==> src/rtl/busclk_div_pkg.sv <==
package busclk_div_pkg;

  localparam int unsigned CTRL_N_W = 3;
  localparam int unsigned CTRL_M_W = 4;
  localparam int unsigned CTRL_W   = CTRL_N_W + CTRL_M_W;
  localparam int unsigned DEC_LIM  = 9;
  localparam int unsigned DEC_HALF = 4;

  // Multiplier field sits above the exponent field
  typedef struct packed {
    logic [CTRL_M_W-1:0] mult;
    logic [CTRL_N_W-1:0] expo;
  } busclk_ctrl_t;

  function automatic int unsigned eff_divisor(int unsigned m, int unsigned off);
    int unsigned s;
    s = m + off;
    return (s == 0) ? 1 : s;
  endfunction

endpackage

==> src/rtl/busclk_div_stage.sv <==
module busclk_div_stage #(
  parameter int unsigned W = 4
) (
  input  logic         clk,
  input  logic         rst_n,
  input  logic         step,
  input  logic [W-1:0] lim,
  output logic [W-1:0] cnt,
  output logic         term
);

  logic [W-1:0] cnt_q;
  logic [W-1:0] cnt_d;

  always_comb begin
    term  = step && (cnt_q == lim);
    cnt_d = cnt_q;
    if (term)
      cnt_d = '0;
    else if (step)
      cnt_d = cnt_q + W'(1);
  end

  always_ff @(posedge clk or negedge rst_n) begin
    if (!rst_n)
      cnt_q <= '0;
    else
      cnt_q <= cnt_d;
  end

  assign cnt = cnt_q;

  AST_CNT_IN_RANGE: assert property (@(posedge clk) disable iff (!rst_n)
    cnt_q <= lim);

endmodule

==> src/rtl/busclk_div_phase.sv <==
module busclk_div_phase #(
  parameter int unsigned NW = 7,
  parameter int unsigned DW = 5
) (
  input  logic          clk,
  input  logic          rst_n,
  input  logic          en_p,
  input  logic          wrap,
  input  logic [3:0]    d_cnt,
  input  logic [NW-1:0] n_cnt,
  input  logic [NW-1:0] n_lim,
  input  logic [NW-1:0] n_half,
  input  logic          n_zero,
  input  logic [DW-1:0] m_cnt,
  input  logic [DW-1:0] act_d,
  output logic          bus_clk,
  output logic          edge_tick
);

  logic          out_q, out_d;
  logic          tick_q, tick_d;
  logic          fall_hit;
  logic [DW-1:0] d_half;

  always_comb begin
    d_half = act_d >> 1;
    if (!act_d[0])
      fall_hit = (m_cnt == d_half - DW'(1)) && (n_cnt == n_lim) && (d_cnt == 4'd9);
    else if (!n_zero)
      fall_hit = (m_cnt == d_half) && (n_cnt == n_half) && (d_cnt == 4'd9);
    else
      fall_hit = (m_cnt == d_half) && (d_cnt == 4'd4);
  end

  always_comb begin
    tick_d = wrap;
    out_d  = out_q;
    if (wrap)
      out_d = 1'b1;
    else if (en_p && fall_hit)
      out_d = 1'b0;
  end

  always_ff @(posedge clk or negedge rst_n) begin
    if (!rst_n) begin
      out_q  <= 1'b0;
      tick_q <= 1'b0;
    end else begin
      out_q  <= out_d;
      tick_q <= tick_d;
    end
  end

  assign bus_clk   = out_q;
  assign edge_tick = tick_q;

  AST_TICK_ON_RISE: assert property (@(posedge clk) disable iff (!rst_n)
    edge_tick |-> $rose(bus_clk));
  AST_RISE_HAS_TICK: assert property (@(posedge clk) disable iff (!rst_n)
    $rose(bus_clk) |-> edge_tick);
  AST_TICK_SINGLE: assert property (@(posedge clk) disable iff (!rst_n)
    edge_tick |=> !edge_tick);

endmodule

==> src/rtl/busclk_div.sv <==
module busclk_div
  import busclk_div_pkg::*;
#(
  parameter int unsigned PRESCALE = 2,
  parameter int unsigned M_OFFSET = 1
) (
  input  logic       clk,
  input  logic       rst_n,
  input  logic [6:0] ctrl_word,
  output logic       bus_clk,
  output logic       edge_tick
);

  localparam int unsigned PW   = (PRESCALE > 1) ? $clog2(PRESCALE) : 1;
  localparam int unsigned NW   = (1 << CTRL_N_W) - 1;
  localparam int unsigned DMAX = (1 << CTRL_M_W) - 1 + M_OFFSET;
  localparam int unsigned DW   = $clog2(DMAX + 1);

  busclk_ctrl_t        ctrl;
  logic                primed_q, primed_d;
  logic [CTRL_N_W-1:0] act_n_q, act_n_d;
  logic [DW-1:0]       act_d_q, act_d_d;
  logic                load;
  logic                en_p, dec_term, n_term, wrap;
  logic [3:0]          d_cnt;
  logic [NW-1:0]       n_cnt, n_lim, n_half;
  logic [DW-1:0]       m_cnt;

  assign ctrl = busclk_ctrl_t'(ctrl_word);

  // Active setting: sampled once after reset, then only at a wrap
  always_comb begin
    load     = !primed_q || wrap;
    primed_d = 1'b1;
    act_n_d  = act_n_q;
    act_d_d  = act_d_q;
    if (load) begin
      act_n_d = ctrl.expo;
      act_d_d = DW'(eff_divisor(int'(ctrl.mult), M_OFFSET));
    end
  end

  always_ff @(posedge clk or negedge rst_n) begin
    if (!rst_n) begin
      primed_q <= 1'b0;
      act_n_q  <= '0;
      act_d_q  <= DW'(1);
    end else begin
      primed_q <= primed_d;
      act_n_q  <= act_n_d;
      act_d_q  <= act_d_d;
    end
  end

  always_comb begin
    n_lim  = (NW'(1) << act_n_q) - NW'(1);
    n_half = (act_n_q == '0) ? '0 : (NW'(1) << (act_n_q - CTRL_N_W'(1))) - NW'(1);
  end

  // Prescale stage: bypassed entirely for a unit prescale
  generate
    if (PRESCALE == 1) begin : g_no_pre
      assign en_p = primed_q;
    end else begin : g_pre
      logic [PW-1:0] p_cnt;
      busclk_div_stage #(.W(PW)) u_pre (
        .clk   (clk),
        .rst_n (rst_n),
        .step  (primed_q),
        .lim   (PW'(PRESCALE - 1)),
        .cnt   (p_cnt),
        .term  (en_p)
      );
    end
  endgenerate

  busclk_div_stage #(.W(4)) u_dec (
    .clk   (clk),
    .rst_n (rst_n),
    .step  (en_p),
    .lim   (4'(DEC_LIM)),
    .cnt   (d_cnt),
    .term  (dec_term)
  );

  busclk_div_stage #(.W(NW)) u_pow (
    .clk   (clk),
    .rst_n (rst_n),
    .step  (dec_term),
    .lim   (n_lim),
    .cnt   (n_cnt),
    .term  (n_term)
  );

  busclk_div_stage #(.W(DW)) u_mul (
    .clk   (clk),
    .rst_n (rst_n),
    .step  (n_term),
    .lim   (act_d_q - DW'(1)),
    .cnt   (m_cnt),
    .term  (wrap)
  );

  busclk_div_phase #(.NW(NW), .DW(DW)) u_phase (
    .clk       (clk),
    .rst_n     (rst_n),
    .en_p      (en_p),
    .wrap      (wrap),
    .d_cnt     (d_cnt),
    .n_cnt     (n_cnt),
    .n_lim     (n_lim),
    .n_half    (n_half),
    .n_zero    (act_n_q == '0),
    .m_cnt     (m_cnt),
    .act_d     (act_d_q),
    .bus_clk   (bus_clk),
    .edge_tick (edge_tick)
  );

  AST_SETTING_HELD: assert property (@(posedge clk) disable iff (!rst_n)
    !load |=> ($stable(act_n_q) && $stable(act_d_q)));
  AST_DIVISOR_NONZERO: assert property (@(posedge clk) disable iff (!rst_n)
    act_d_q != '0);
  AST_DEC_RANGE: assert property (@(posedge clk) disable iff (!rst_n)
    d_cnt <= 4'd9);
  AST_IDLE_LOW: assert property (@(posedge clk) disable iff (!rst_n)
    !primed_q |-> !bus_clk);

endmodule

==> config.mk <==
export PLATFORM = sky130hd
export DESIGN_NAME = busclk_div
export DESIGN_NICKNAME = d
export VERILOG_FILES = /design/src/rtl/busclk_div_pkg.sv /design/src/rtl/busclk_div_stage.sv /design/src/rtl/busclk_div_phase.sv /design/src/rtl/busclk_div.sv
export SDC_FILE = /design/constraint.sdc
export NUM_CORES = 1
export LEC_CHECK = 0
export BUFFER_PORTS_ARGS = -buffer_cell sky130_fd_sc_hd__buf_2
export CORE_ASPECT_RATIO = 0.9
export CORE_MARGIN = 3
export CORE_UTILIZATION = 59
export DETAILED_ROUTE_END_ITERATION = 6
export PLACE_DENSITY = 0.79
export SLEW_MARGIN = 5
export SYNTH_ARGS = -nofsm -noshare
export SYNTH_HDL_FRONTEND = slang
export SYNTH_SLANG_ARGS = --single-unit
==> constraint.sdc <==
create_clock -name clk -period 6 [get_ports clk]
set_clock_uncertainty 0.1 [all_clocks]
set_input_delay 1.2 -clock clk [delete_from_list [all_inputs] [get_ports clk]]
set_output_delay 1.2 -clock clk [all_outputs]
set_load 0.05 [all_outputs]
==> metrics.log, run 1 <==
INFO  metric run_status = finished clean
INFO  metric timing.setup.critical_path_class = flop to flop
INFO  metric drc = 0
INFO  metric power_dissipated_by_switching_net_loads = 231.1 uW
INFO  metric share_clk_of_total_power = 0.237
INFO  metric maxCapViolations = 0
INFO  metric synth_top_area_share = 0.2903
INFO  metric hpwlAfterDp = ~3500 um
INFO  metric count_of_cells_resized_by_post_cts_repair = 0
INFO  metric io_pins = 11
INFO  metric synth_seq_cells = 28
INFO  metric synth_sequential_area_ratio = 0.3016
INFO  metric floorplan.die_area = 4735 sq um
INFO  metric timing.final.ws_setup = 2.655 ns
INFO  metric combPwrFrac = 0.331
INFO  metric report.final.slew_viol_count = 0
INFO  metric initial_core_util = 0.6194
INFO  metric synth.cell_area = about 2300 sq um
INFO  metric worstSetupStartpointType = flop
INFO  metric maxClockFrequency = ~300 MHz
INFO  metric clkLatencyLatePin = 0.28 ns
INFO  metric synthDominantAreaCellType = sky130_fd_sc_hd__dfrtp_1
INFO  metric period_utilization = 0.5575
INFO  metric maxSlewHeadroom = 0.5790
INFO  metric worstSetupEndpointType = flop
INFO  metric floorplan.die.height = 65.58 um
INFO  metric ctsHtreeMaxLevel = 1
INFO  metric p_int = 408.0 uW
INFO  metric number_of_enable_flip_flop_cells_after_synthesis = 0
INFO  metric share_of_final_layout_standard_cells_stronger_than_drive_strength_1 = 0.1394
INFO  metric power.ir.vdd_worst = ~0.26 mV
INFO  metric synth_top_flop_cell = sky130_fd_sc_hd__dfrtp_1
INFO  metric sw_frac_of_total = 0.3616
INFO  metric buffers_inserted_by_post_cts_timing_repair = 0
INFO  metric num_vias = ~1900
INFO  metric finish.net_count = 273
INFO  metric power.density = 267.2 nW/um^2
INFO  metric max_slew.worst_pin.slew = 0.6314 ns
INFO  metric drt_first_iter_violations = 107
INFO  metric flow.area_growth_from_synthesis = 2.796%
INFO  metric post-place-ws = between 2 and 3 ns
INFO  metric timing.final.hold_violations = 0
INFO  metric grt_setup_unrepaired = false
INFO  metric tritoncts = done
INFO  metric antenna_found_initial = 0
INFO  metric first_pass_grt_wire_length = 8183 um
INFO  metric rows = 21
INFO  metric drt_wl_total = ~4800 um
INFO  metric synth_fp_nets = 279
INFO  metric avgSynthCellArea = roughly 9 sq um
INFO  metric place_congestion = 0.9528
INFO  metric worst-path-max-fanout = 21
INFO  metric fp.dieW = 72.20 um
INFO  metric root_buffer = sky130_fd_sc_hd__clkbuf_8
INFO  metric port_buffers = 10
INFO  metric cts.clk_slew.worst_paths = 0.10 ns
INFO  metric seq_power_share = 0.432
INFO  metric maximum_number_of_pins_on_one_net_before_global_route_repair = 29
INFO  metric diodes = 0
INFO  metric post_synth_inst_count = roughly 260
INFO  metric number_of_global_route_vias_before_repair = about 1700
INFO  metric cts_hold_repair.buffers = 0
INFO  metric report.final.setup_viol = 0
INFO  metric post_drt_via_cell_ratio = ~6.3
INFO  metric static_leakage = 1.019 nW
INFO  metric yosys-top-cells-area = sky130_fd_sc_hd__dfrtp_1 (29%), sky130_fd_sc_hd__ha_1 (6.5%), sky130_fd_sc_hd__xnor2_1 (5.3%)
INFO  metric grt-ovfl-total = 0
INFO  metric async_flop_share = 1.000
INFO  metric yosys_warnings = 0
INFO  metric post-synth-top-count-cell = sky130_fd_sc_hd__dfrtp_1
INFO  metric worstPathArrival = between 3 and 4 ns
INFO  metric grt_util_all_layers = 0.2208
INFO  metric clock_path_buffers = 2
INFO  metric worst_hold_check_path_type = flop to flop
INFO  metric synthTopCellsByCount = sky130_fd_sc_hd__dfrtp_1 (27), sky130_fd_sc_hd__o21ai_0 (21), sky130_fd_sc_hd__nand2_1 (19)
INFO  metric final_antenna_net_count = 0
INFO  metric cts_buffers = 3
INFO  metric post_layout_minimum_cycle_time = 3.345 ns
INFO  metric fp.coreArea = 3757 sq um
INFO  metric timing.critical_path.required = 6.08 ns
INFO  metric cts.sinks = 28
INFO  metric post_synth_num_cell_types = 65
INFO  metric fin_hold_ws = 0.3732 ns
INFO  metric detailedRoute.firstPassIterationCount = 4
INFO  metric wl_per_cell = 16.11 um
INFO  metric setup_tns = 0 ns
path summary, 6_finish.rpt:
kind | from | to | slack [ns] | cells past startpoint
max in group asynchronous | rst_n | u_pow.cnt[1]$_DFFE_PN0P_ | 4.57 | 1
min reg2reg | g_pre.u_pre.cnt$_DFFE_PN0P_ | g_pre.u_pre.cnt$_DFFE_PN0P_ | 0.37 | 1
max | act_n_q[0]$_DFFE_PN0P_ | act_n_q[2]$_DFFE_PN0P_ | 2.65 | 8
min in group asynchronous | rst_n | act_d_q[4]$_DFFE_PN0P_ | 0.81 | 1
max reg2reg | act_n_q[0]$_DFFE_PN0P_ | act_n_q[2]$_DFFE_PN0P_ | 2.65 | 8
min | g_pre.u_pre.cnt$_DFFE_PN0P_ | g_pre.u_pre.cnt$_DFFE_PN0P_ | 0.37 | 1
stage by stage:
stage / std cells / util / instance area, sq um / total power [mW]
after global placement: 293 / 0.6177 / 2321 / 0.4827
after floorplan: 258 / - / 2327 / 0.4473
final: 297 / 0.6367 / 2392 / 0.6391
after detailed placement: 293 / 0.6177 / 2321 / 0.4901
after CTS: 297 / 0.6367 / 2392 / 0.6421
after global routing: 297 / 0.6367 / 2392 / 0.6880
cell usage in the layout (no fill, tap or decap), drive strengths merged, types with 2 or more instances in the layout:
| cell type | synthesis | routed |
|---|---|---|
| a211o | 2 | 2 |
| a21oi | 11 | 11 |
| a22o | 5 | 5 |
| a311oi | 2 | 2 |
| a31o | 2 | 2 |
| a31oi | 5 | 5 |
| a32oi | 2 | 2 |
| and2 | 5 | 5 |
| and3 | 8 | 8 |
| buf | 12 | 10 |
| clkbuf | 9 | 3 |
| dfrtp | 27 | 27 |
| ha | 12 | 12 |
| inv | 10 | 10 |
| mux2 | 10 | 10 |
| mux2i | 3 | 3 |
| nand2 | 19 | 19 |
| nand2b | 4 | 4 |
| nand3 | 13 | 13 |
| nand3b | 4 | 4 |
| nand4 | 3 | 3 |
| nor2 | 9 | 9 |
| nor2b | 2 | 2 |
| nor3 | 7 | 7 |
| nor4 | 2 | 2 |
| o21ai | 22 | 22 |
| o21bai | 2 | 2 |
| o41ai | 2 | 2 |
| or4 | 2 | 2 |
| xnor2 | 14 | 14 |
| xor2 | 5 | 5 |
final cells by class:
cell class | count | area [sq um]
multi-input cells | 199 | 1474
well taps | 46 | 57.56
clock buffers | 3 | 41.29
inverters | 10 | 37.54
flip-flops and latches | 28 | 701.9
fillers | 320 | 1365
clock inverters | 1 | 30.03
repair buffers | 10 | 50.05
critical path, cell delays in order, from the launching register on:
cell	delay, ns
sky130_fd_sc_hd__dfrtp_1	0.63
sky130_fd_sc_hd__or3_1	0.51
sky130_fd_sc_hd__ha_1	0.34
sky130_fd_sc_hd__xnor2_1	0.19
sky130_fd_sc_hd__a221o_1	0.38
sky130_fd_sc_hd__a22oi_4	0.23
sky130_fd_sc_hd__nand3_4	0.15
sky130_fd_sc_hd__o21ai_4	0.38
sky130_fd_sc_hd__mux2_4	0.33
power groups by stage:
stage / registers (mW) / logic (mW) / clock network [mW]
3_5_place_dp: 0.279 / 0.212 / 0
2_1_floorplan: 0.250 / 0.198 / 0
4_1_cts: 0.275 / 0.213 / 0.155
3_3_place_gp: 0.276 / 0.207 / 0
5_1_grt: 0.284 / 0.242 / 0.161
6_report: 0.276 / 0.212 / 0.151
per-layer routing:
metal / vias to the layer above / global-route usage / share of wire
met1: 916 / 0.3164 / 0.49
met3: 7 / 0.03517 / 0.026
met4: 0 / 0.06103 / 0.011
li1: 922 / - / -
met5: - / 0 / 0
met2: 32 / 0.3432 / 0.47
state kept, by name (all words and copies together), names as in the netlist:
signal             count
u_pow.cnt              7
act_d_q                5
u_mul.cnt              5
u_dec.cnt              4
act_n_q                3
g_pre.u_pre.cnt        1
primed_q               1
u_phase.bus_clk        1
u_phase.edge_tick      1
cell families (layout without fill, tap and decap cells):
| kind of cell | count (synthesis) | count (layout) | synth area share |
|---|---|---|---|
| other cells | 1 | 1 | 0.001611 |
| fa+ha+maj | 13 | 13 | 0.06882 |
| xor+xnor | 19 | 19 | 0.07151 |
| flops | 28 | 28 | 0.3016 |
| compound gates | 67 | 67 | 0.2102 |
| simple gates | 86 | 86 | 0.2086 |
| buf+inv | 31 | 24 | 0.06505 |
| mux | 13 | 13 | 0.07258 |
Power figures use the tool's default switching activity.
==> inputs of run 2 (changes only) <==
- CORE_UTILIZATION: 59 -> 56
- clock period: 6 -> 2.9 ns (I/O delays scaled with it)
==> run 2 against run 1 <==
Global-route usage fell by 0.88 points. Hold slack got worse by 0.17 ns. Wire length barely moved. Power rose by 110%. Register-to-register slack got worse by 2.5 ns. Via count fell by 1.3%. Clock-buffer cell count did not move. Setup slack got worse by 2.5 ns. Sequential share of layout area fell by 0.75 points. Maximum frequency rose by 21%. Largest power group unchanged.
==> metrics.log, run 2 (synthesized netlist as in run 1, its figures left out) <==
INFO  metric maxSlewHeadroom = 0.5932 (+0.01418)
INFO  metric num_vias = 1852 (-1.3%)
INFO  metric global_route.peak_usage_layer = met1
INFO  metric drt_first_iter_violations = 168 (+57%)
INFO  metric power.ir.vdd_worst = 0.3739 mV (+46%)
INFO  metric placed_cells_incl_taps = 299 (+2.0%)
INFO  metric worst-path-max-fanout = 9 (-57%)
INFO  metric largest_register_ff_count = 7 (unchanged)
INFO  metric worstReg2RegEnd = act_n_q[2]$_DFFE_PN0P_
INFO  metric critical_path.reg2reg.startpoint = act_n_q[1]$_DFFE_PN0P_
INFO  metric root_buffer = sky130_fd_sc_hd__clkbuf_8
INFO  metric maxClockFrequency = 360.3 MHz (+21%)
INFO  metric critical_path.max_stage_delay = 0.40 ns (-0.23 ns)
INFO  metric floorplan.die_area = 4966 sq um (+4.9%)
INFO  metric critical_path.cell_chain = or3_4 > ha_4 > xnor2_1 > a221o_1 > a22oi_4 > nand3_4 > o21ai_4 > mux2_4
INFO  metric clkLatencyLatePin = 0.27 ns (about the same)
INFO  metric regToRegSetupSlack = 0.12 ns (-2.53 ns)
INFO  metric final_antenna_net_count = 0 (unchanged)
INFO  metric antenna_found_initial = 0 (unchanged)
INFO  metric buffers_inserted_by_post_cts_timing_repair = 0 (unchanged)
INFO  metric report.final.setup_viol = 0 (unchanged)
INFO  metric count_of_cells_resized_by_post_cts_repair = 0 (unchanged)
INFO  metric post-place-ws = 0.1539 ns (-2.529 ns)
INFO  metric static_leakage = 1.052 nW (+3.2%)
INFO  metric run_status = finished clean
INFO  metric ff2ff_path_depth = 8 (unchanged)
INFO  metric finalPower = 1.340 mW (+110%)
INFO  metric wl_per_cell = 15.78 um (-2.0%)
INFO  metric post_drt_via_cell_ratio = 6.112 (-3.3%)
INFO  metric post_layout_nonfiller_instances = 303 (+2.0%)
INFO  metric grt-ovfl-total = 0 (unchanged)
INFO  metric timing.critical_path.slowest_stage_cell = sky130_fd_sc_hd__dfrtp_1
INFO  metric layout.cells.most_common = sky130_fd_sc_hd__dfrtp_1
INFO  metric port_buffers = 10 (unchanged)
INFO  metric maximum_number_of_pins_on_one_net_before_global_route_repair = 29 (unchanged)
INFO  metric timing.setup.critical_path_class = flop to flop
INFO  metric maxCapViolations = 0 (unchanged)
INFO  metric grt_util_met1 = 0.3277 (+0.01134)
INFO  metric place_congestion = 0.8923 (-6.3%)
INFO  metric worst_hold_check_path_type = input pin to async pin
INFO  metric power.density = 545.9 nW/um^2 (+100%)
INFO  metric initial_core_util = 0.6025 (-0.01685)
INFO  metric first_pass_grt_wire_length = 8273 um (+1.1%)
INFO  metric period_utilization = 0.9571 (+0.3996)
INFO  metric number_of_global_route_vias_before_repair = 1699 (+0.77%)
INFO  metric grt_setup_unrepaired = false
INFO  metric use_met3 = 0.02679 (-0.008382)
INFO  metric ctsHtreeMaxLevel = 1 (unchanged)
INFO  metric grt_util_all_layers = 0.2120 (-0.008801)
INFO  metric global_route.usage.met2 = 0.3208 (-0.02239)
INFO  metric max_slew.worst_pin.slew = 0.6102 ns (-0.02128 ns)
INFO  metric hpwlAfterDp = 3543 um (+0.97%)
INFO  metric worstPathArrival = 2.84 ns (-0.58 ns)
INFO  metric final_cell_mix = sky130_fd_sc_hd__dfrtp_1 (27), sky130_fd_sc_hd__o21ai_0 (21), sky130_fd_sc_hd__nand2_1 (19)
INFO  metric clock_path_buffers = 2 (unchanged)
INFO  metric worstSetupStartpointType = flop
INFO  metric flow.area_growth_from_synthesis = 5.484%
INFO  metric fp.coreArea = 3862 sq um (+2.8%)
INFO  metric detailedRoute.firstPassIterationCount = 4 (unchanged)
INFO  metric setup_tns = 0 ns (unchanged)
INFO  metric cts_buffers = 3 (unchanged)
INFO  metric num-fill-cells = 344 (+7.5%)
INFO  metric drc = 0 (unchanged)
INFO  metric timing.final.ws_setup = 0.1243 ns (-2.531 ns)
INFO  metric fp.dieW = 73.95 um (+2.4%)
INFO  metric finish.net_count = 279 (+2.2%)
INFO  metric buf_inv_on_cp = 0 (unchanged)
INFO  metric worstSetupEndpointType = flop
INFO  metric timing.critical_path.required = 2.96 ns (-3.12 ns)
INFO  metric drt_wl_total = 4781 um (about the same)
INFO  metric post_layout_minimum_cycle_time = 2.776 ns (-0.5694 ns)
INFO  metric cts.sinks = 28 (unchanged)
INFO  metric report.final.slew_viol_count = 0 (unchanged)
INFO  metric io_pins = 11 (unchanged)
INFO  metric tritoncts = done
INFO  metric floorplan.die.height = 67.16 um (+2.4%)
INFO  metric cts.clk_slew.worst_paths = 0.09 ns (about the same)
INFO  metric rows = 21 (unchanged)
INFO  metric cts_hold_repair.buffers = 0 (unchanged)
INFO  metric timing.final.hold_violations = 0 (unchanged)
INFO  metric share_of_final_layout_standard_cells_stronger_than_drive_strength_1 = 0.1673 (+0.02787)
INFO  metric cp_top_family = compound AO/OA/AOI/OAI gates
INFO  metric diodes = 0 (unchanged)
## run 2: final cells by class
cell class	instances	area, sq um	area share
flip-flops and latches	28	701.9	0.2859
clock inverters	1	30.03	0.01223
multi-input cells	199	1491	0.6075
inverters	10	37.54	0.01529
repair buffers	16	95.09	0.03874
clock buffers	3	41.29	0.01682
well taps	46	57.56	0.02345
## run 2: how the worst max path moves through the flow
stage	start	endpoint	slack, ns	depth (start not counted)
2_1_floorplan	act_n_q[1]$_DFFE_PN0P_	act_n_q[0]$_DFFE_PN0P_	-0.02	11
4_1_cts	act_n_q[1]$_DFFE_PN0P_	act_n_q[2]$_DFFE_PN0P_	0.14	8
3_3_place_gp	act_n_q[0]$_DFFE_PN0P_	act_d_q[4]$_DFFE_PN0P_	0.22	8
6_report	act_n_q[1]$_DFFE_PN0P_	act_n_q[2]$_DFFE_PN0P_	0.12	8
5_1_grt	act_n_q[1]$_DFFE_PN0P_	act_n_q[2]$_DFFE_PN0P_	0.04	8
3_5_place_dp	act_n_q[1]$_DFFE_PN0P_	act_n_q[2]$_DFFE_PN0P_	0.15	8
## run 2: metal layers
layer	part of all wire	wire length, um	vias up
met3	0.037	176	5
li1	-	-	933
met4	0.0063	30	0
met1	0.51	2439	877
met5	0	0	-
met2	0.45	2135	37
## run 2: power breakdown
group | internal [mW] | switching, mW
logic | 0.229 | 0.272
registers | 0.454 | 0.0824
clock network | 0.185 | 0.117
## run 2: per-stage QoR
step / utilization / hold WS (ns) / area (sq um)
3_3_place_gp: 0.6171 / 0.3444 / 2384
6_report: 0.6356 / 0.2046 / 2455
5_1_grt: 0.6356 / 0.2343 / 2455
2_1_floorplan: - / 0.1844 / 2355
4_1_cts: 0.6356 / 0.2212 / 2455
3_5_place_dp: 0.6171 / 0.3479 / 2384
## run 2: worst register-to-register path, cell delays in order (launching register included)
cell and delay [ns]:
sky130_fd_sc_hd__dfrtp_1 0.40, sky130_fd_sc_hd__or3_4 0.39, sky130_fd_sc_hd__ha_4 0.21, sky130_fd_sc_hd__xnor2_1 0.15
sky130_fd_sc_hd__a221o_1 0.34, sky130_fd_sc_hd__a22oi_4 0.19, sky130_fd_sc_hd__nand3_4 0.15, sky130_fd_sc_hd__o21ai_4 0.39
sky130_fd_sc_hd__mux2_4 0.35
